===== src/rtl/fifo_rd_seq_pkg.sv =====
package fifo_rd_seq_pkg;

    typedef enum logic [2:0] {
        ST_IDLE     = 3'd0,
        ST_WAIT_CNT = 3'd1,
        ST_READ     = 3'd2,
        ST_WAIT_ACK = 3'd3,
        ST_DONE     = 3'd4,
        ST_SPARE_A  = 3'd5,
        ST_SPARE_B  = 3'd6,
        ST_SPARE_C  = 3'd7
    } seq_state_e;

    typedef struct packed {
        seq_state_e state;
        logic       rd_req;
        logic       done;
        logic       timeout;
        logic       cnt_clr;
        logic       wd_clr;
        logic       idle;
    } seq_regs_t;

endpackage


===== src/rtl/rdseq_sat_timer.sv =====
module rdseq_sat_timer #(
    parameter int LIMIT = 128
) (
    input  logic clk,
    input  logic rst_n,
    input  logic clr_i,
    output logic hit_o
);
    localparam int W = $clog2(LIMIT + 1);
    localparam logic [W-1:0] LIM = W'(LIMIT);

    logic [W-1:0] cnt_d, cnt_q;

    always_comb begin
        if (clr_i)
            cnt_d = '0;
        else if (cnt_q != LIM)
            cnt_d = cnt_q + 1'b1;
        else
            cnt_d = cnt_q;
    end

    always_ff @(posedge clk or negedge rst_n) begin
        if (!rst_n) cnt_q <= '0;
        else        cnt_q <= cnt_d;
    end

    assign hit_o = (cnt_q == LIM);

endmodule


===== src/rtl/rdseq_fsm.sv =====
module rdseq_fsm
    import fifo_rd_seq_pkg::*;
(
    input  logic       clk,
    input  logic       rst_n,
    input  logic       start_i,
    input  logic       ack_i,
    input  logic       tc_i,
    input  logic       wd_hit_i,
    output logic       rd_req_o,
    output logic       done_o,
    output logic       timeout_o,
    output logic       idle_o,
    output logic       cnt_clr_o,
    output logic       wd_clr_o,
    output logic [2:0] state_o
);
    seq_regs_t regs_d, regs_q;
    seq_state_e nxt;
    logic       to_ev;

    always_comb begin
        nxt   = regs_q.state;
        to_ev = 1'b0;
        case (regs_q.state)
            ST_SPARE_A:  nxt = ST_SPARE_B;
            ST_SPARE_B:  nxt = ST_SPARE_C;
            ST_SPARE_C:  nxt = ST_IDLE;
            ST_IDLE:     if (start_i) nxt = ST_WAIT_CNT;
            ST_WAIT_CNT: begin
                if (tc_i) begin
                    nxt = ST_READ;
                end else if (wd_hit_i) begin
                    nxt   = ST_IDLE;
                    to_ev = 1'b1;
                end
            end
            ST_READ:     nxt = ack_i ? ST_DONE : ST_WAIT_ACK;
            ST_WAIT_ACK: begin
                if (ack_i) begin
                    nxt = ST_DONE;
                end else if (wd_hit_i) begin
                    nxt   = ST_IDLE;
                    to_ev = 1'b1;
                end
            end
            ST_DONE:     nxt = ST_IDLE;
            default:     nxt = ST_IDLE;
        endcase

        regs_d.state   = nxt;
        regs_d.rd_req  = (nxt == ST_READ);
        regs_d.done    = (nxt == ST_DONE);
        regs_d.timeout = to_ev;
        regs_d.cnt_clr = (nxt != ST_WAIT_CNT);
        regs_d.wd_clr  = !((nxt == ST_WAIT_CNT) || (nxt == ST_WAIT_ACK));
        regs_d.idle    = (nxt == ST_IDLE);
    end

    always_ff @(posedge clk or negedge rst_n) begin
        if (!rst_n) begin
            regs_q <= '{state: ST_SPARE_A, rd_req: 1'b0, done: 1'b0,
                        timeout: 1'b0, cnt_clr: 1'b1, wd_clr: 1'b1,
                        idle: 1'b0};
        end else begin
            regs_q <= regs_d;
        end
    end

    assign rd_req_o  = regs_q.rd_req;
    assign done_o    = regs_q.done;
    assign timeout_o = regs_q.timeout;
    assign idle_o    = regs_q.idle;
    assign cnt_clr_o = regs_q.cnt_clr;
    assign wd_clr_o  = regs_q.wd_clr;
    assign state_o   = regs_q.state;

endmodule


===== src/rtl/fifo_rd_sequencer.sv =====
module fifo_rd_sequencer #(
    parameter int DELAY_CYCLES = 128,
    parameter int WD_CYCLES    = 1024
) (
    input  logic clk,
    input  logic rst_n,
    input  logic start_i,
    input  logic ack_i,
    output logic rd_req_o,
    output logic done_o,
    output logic timeout_o,
    output logic idle_o
);
    logic       dly_clr, dly_tc;
    logic       wd_clr, wd_hit;
    logic [2:0] fsm_state;

    rdseq_sat_timer #(.LIMIT(DELAY_CYCLES)) u_delay (
        .clk   (clk),
        .rst_n (rst_n),
        .clr_i (dly_clr),
        .hit_o (dly_tc)
    );

    rdseq_sat_timer #(.LIMIT(WD_CYCLES)) u_watchdog (
        .clk   (clk),
        .rst_n (rst_n),
        .clr_i (wd_clr),
        .hit_o (wd_hit)
    );

    rdseq_fsm u_fsm (
        .clk       (clk),
        .rst_n     (rst_n),
        .start_i   (start_i),
        .ack_i     (ack_i),
        .tc_i      (dly_tc),
        .wd_hit_i  (wd_hit),
        .rd_req_o  (rd_req_o),
        .done_o    (done_o),
        .timeout_o (timeout_o),
        .idle_o    (idle_o),
        .cnt_clr_o (dly_clr),
        .wd_clr_o  (wd_clr),
        .state_o   (fsm_state)
    );

endmodule


===== config.mk =====
export PLATFORM = sky130hd
export DESIGN_NAME = fifo_rd_sequencer
export DESIGN_NICKNAME = d
export VERILOG_FILES = /design/src/rtl/fifo_rd_seq_pkg.sv /design/src/rtl/rdseq_sat_timer.sv /design/src/rtl/rdseq_fsm.sv /design/src/rtl/fifo_rd_sequencer.sv
export SDC_FILE = /design/constraint.sdc
export NUM_CORES = 1
export LEC_CHECK = 0
export BUFFER_PORTS_ARGS = -buffer_cell sky130_fd_sc_hd__clkbuf_2
export CORE_UTILIZATION = 35
export CTS_CLUSTER_DIAMETER = 80
export DETAILED_ROUTE_END_ITERATION = 10
export GPL_ROUTABILITY_DRIVEN = 1
export HOLD_SLACK_MARGIN = 0.1
export PLACE_DENSITY = 0.49
export SYNTH_ARGS = -nofsm -noshare
export SYNTH_HDL_FRONTEND = slang
export SYNTH_SLANG_ARGS = --single-unit

===== constraint.sdc =====
create_clock -name clk -period 1.63 [get_ports clk]
set_input_delay 0.0815 -clock clk [delete_from_list [all_inputs] [get_ports clk]]
set_output_delay 0.0815 -clock clk [all_outputs]
set_load 0.01 [all_outputs]

==> impl_metrics.ini <==
[power_and_ir_drop]
seqPwrFrac_pct = 40.7
p_clk_share_pct = 21.8
combPwrFrac_pct = 37.5
power_leakage_nw = 0.840
power_density_mw_per_mm2 = 1390
ir_worst_vdd_mv = 0.996
net-switching-power_uw = 797
switching_share_pct = 31.9
intPower_mw = 1.70

[die]
fp.dieH_um = 63.9
rows = 22
die_w_um = 63.9
pin_count = 8
core_area_mm2 = 0.00366
initial_core_util_pct = 36.6
die-area_mm2 = 0.00408

[cts]
cts_buffer_depth = 2
cts_root_buffer = clkbuf_8
path_clk_slew_ps = 100
cts_made_buffers = 3
cts_tree = done
cts.sinks = 28
clk_latency_ps = 270
cts_htree_levels = 1

[worst_setup_path]
cp.required_ps = 1800
end_kind = register
critPathKind = register to register
cp-start-kind = register
worst-r2r-setup-slack_ps = -140
crit_arrival_ps = 1940
critPathMaxFanout = 3

[worst_hold_path]
hp-class = input port to register

[logic_synthesis]
synth-edff-count = 0
synth-seq-cells = 28
ys.flop_type = dfrtp_1
synth_cell_types = 32
async_flop_share_pct = 100
yosysSeqAreaShare_pct = 52.7
synth_area_mm2 = 0.00134
syn_area_per_cell_um2 = 10.6
syn-num-nets = 135
yosys_warnings = 0
syn_inst = 127

[placement]
dp_worst_setup_slack_ps = -235
portBuffers = 7
place.gp.congestion = 0.806
dp.final_hpwl_um = 1900

[sta]
finClkSkew_ps = 3.95
drv_slew = 0
fin_ws_ps = -142
period_share_pct = 109
max_freq_mhz = 564
worst_pin_slew_ps = 709
slew_headroom_pct = 52.7
rsz0062_at_grt = yes
setup_viol = 4
min_period_ps = 1770
hold_viol_final = 0

[route]
drc = 0
drtIter0Drc = 45
routed_wl_um = 2690
drtPass1Iterations = 4
drtAntennaViolNets = 0
vias_per_cell = 4.86
num_vias = 1030
wire_per_inst_um = 12.7

[cells_and_area]
n_fill_cell = 347
nNetsFinal = 173
drive_gt1_share_pct = 34.1
antenna_cells = 0
post-route-util_pct = 49.1
syn_to_final_growth_pct = 34.3

[global_route]
grt_pass1_wl_um = 4590
grt_use_total_pct = 14.7
antenna_found_initial = 0
grt_pass1_vias = 1051
grt_max_degree = 29
overflow = 0

[status]
status = finished, violations left
violations = setup timing

[flow_run]
drv_cap = 0
## power by group through the flow
stage	Combinational [mW]	Sequential, mW	Clock, mW
floorplan	0.434	1.00	0
global placement	0.707	1.01	0
detailed placement	0.721	1.02	0
CTS	0.871	1.01	0.572
global route	1.03	1.04	0.597
finish	0.937	1.02	0.545
## cell usage after synthesis (4+ instances only)
cell type	n	area, µm²
dfrtp_1	24	601
nor3_1	4	20.0
ha_1	4	50.1
xor2_1	11	96.3
nand2_1	7	26.3
dfstp_2	4	105
nor2_1	18	67.6
nand2b_1	4	25.0
xnor2_1	4	35.0
a21oi_1	5	25.0
inv_1	6	22.5
nand3_1	8	40.0
## logic make-up (layout without fill, tap and decap cells)
| family | count (synthesis) | count (layout) | synth area share [%] |
|---|---|---|---|
| XOR/XNOR | 15 | 15 | 9.80 |
| flip-flops | 28 | 28 | 52.7 |
| AO/OA/AOI/OAI | 11 | 11 | 5.42 |
| buffers and inverters | 8 | 45 | 2.71 |
| adder cells (fa/ha/maj) | 4 | 4 | 3.73 |
| multiplexers | 1 | 1 | 0.747 |
| AND/OR/NAND/NOR | 60 | 60 | 24.9 |
## flip-flops by register name, summed over array words and instances (netlist names)
signal            count
u_fsm.cnt_clr_o       1
u_fsm.wd_clr_o        1
u_delay.cnt_q         8
u_fsm.rd_req_o        1
u_fsm.idle_o          1
u_fsm.done_o          1
u_fsm.timeout_o       1
u_fsm.state_o         3
u_watchdog.cnt_q     11
## stage by stage
stage / hold WS [ps] / setup TNS [ps] / std cells / total power, mW / area, µm²
2_1_floorplan: -214 / -515 / 127 / 1.44 / 1350
3_3_place_gp: 164 / -933 / 204 / 1.72 / 1610
3_5_place_dp: 167 / -1090 / 204 / 1.74 / 1610
4_1_cts: 126 / -483 / 210 / 2.46 / 1770
5_1_grt: 127 / -829 / 212 / 2.67 / 1800
6_report: 140 / -460 / 212 / 2.50 / 1800
## timing repair
action	CTS	global route
gates resized for setup	12	4
setup buffers	1	2
pin swaps	4	4
hold buffers	1	0
hold endpoints to repair	24	0
endpoints found under the setup margin	8	7
## critical path, cell delays in order (launching register included)
cell and delay, ps:
dfrtp_1 410, or4b_4 520, or4b_4 520, mux2i_1 170, nor2_1 50
## cell type report
type,instances,area (µm²),area share (%)
Sequential cell,28,706,39.2
Multi-Input combinational cell,91,692,38.5
Timing Repair Buffer,35,248,13.8
Tap cell,48,60.1,3.34
Clock buffer,3,41.3,2.29
Clock inverter,1,30.0,1.67
Inverter,6,22.5,1.25
## metal layers
layer / vias up / global-route usage (%) / part of all wire (%)
met5: - / 0 / 0
met4: 0 / 6.82 / 1.6
met1: 502 / 17.5 / 47
met2: 10 / 25.8 / 49
li1: 514 / - / -
met3: 4 / 2.32 / 1.9
## cell usage in the layout, fill, tap and decap left out, types with 4 or more instances in the layout
cell | netlist | final
dfstp_2 | 4 | 4
nor3_1 | 4 | 4
xnor2_1 | 4 | 4
buf_4 | 0 | 27
a21oi_1 | 5 | 5
nand2b_1 | 4 | 4
clkbuf_2 | 0 | 7
nor2_1 | 18 | 17
nand3_1 | 8 | 8
inv_1 | 6 | 4
dfrtp_1 | 24 | 24
nand2_1 | 7 | 7
xor2_1 | 11 | 11
## final timing paths
check                                      endpoint              from  cells past startpoint
max in group asynchronous       u_watchdog.cnt_q[6]             rst_n                      2
worst max register to register     u_delay.cnt_q[1]  u_delay.cnt_q[5]                      4
min in group asynchronous       u_watchdog.cnt_q[3]             rst_n                      2
worst max-delay path               u_delay.cnt_q[1]  u_delay.cnt_q[5]                      4
worst min-delay path                   u_fsm.done_o             ack_i                      2
worst min register to register       u_fsm.rd_req_o  u_fsm.state_o[0]                      2
No activity file was read; power rests on OpenSTA's default activity.
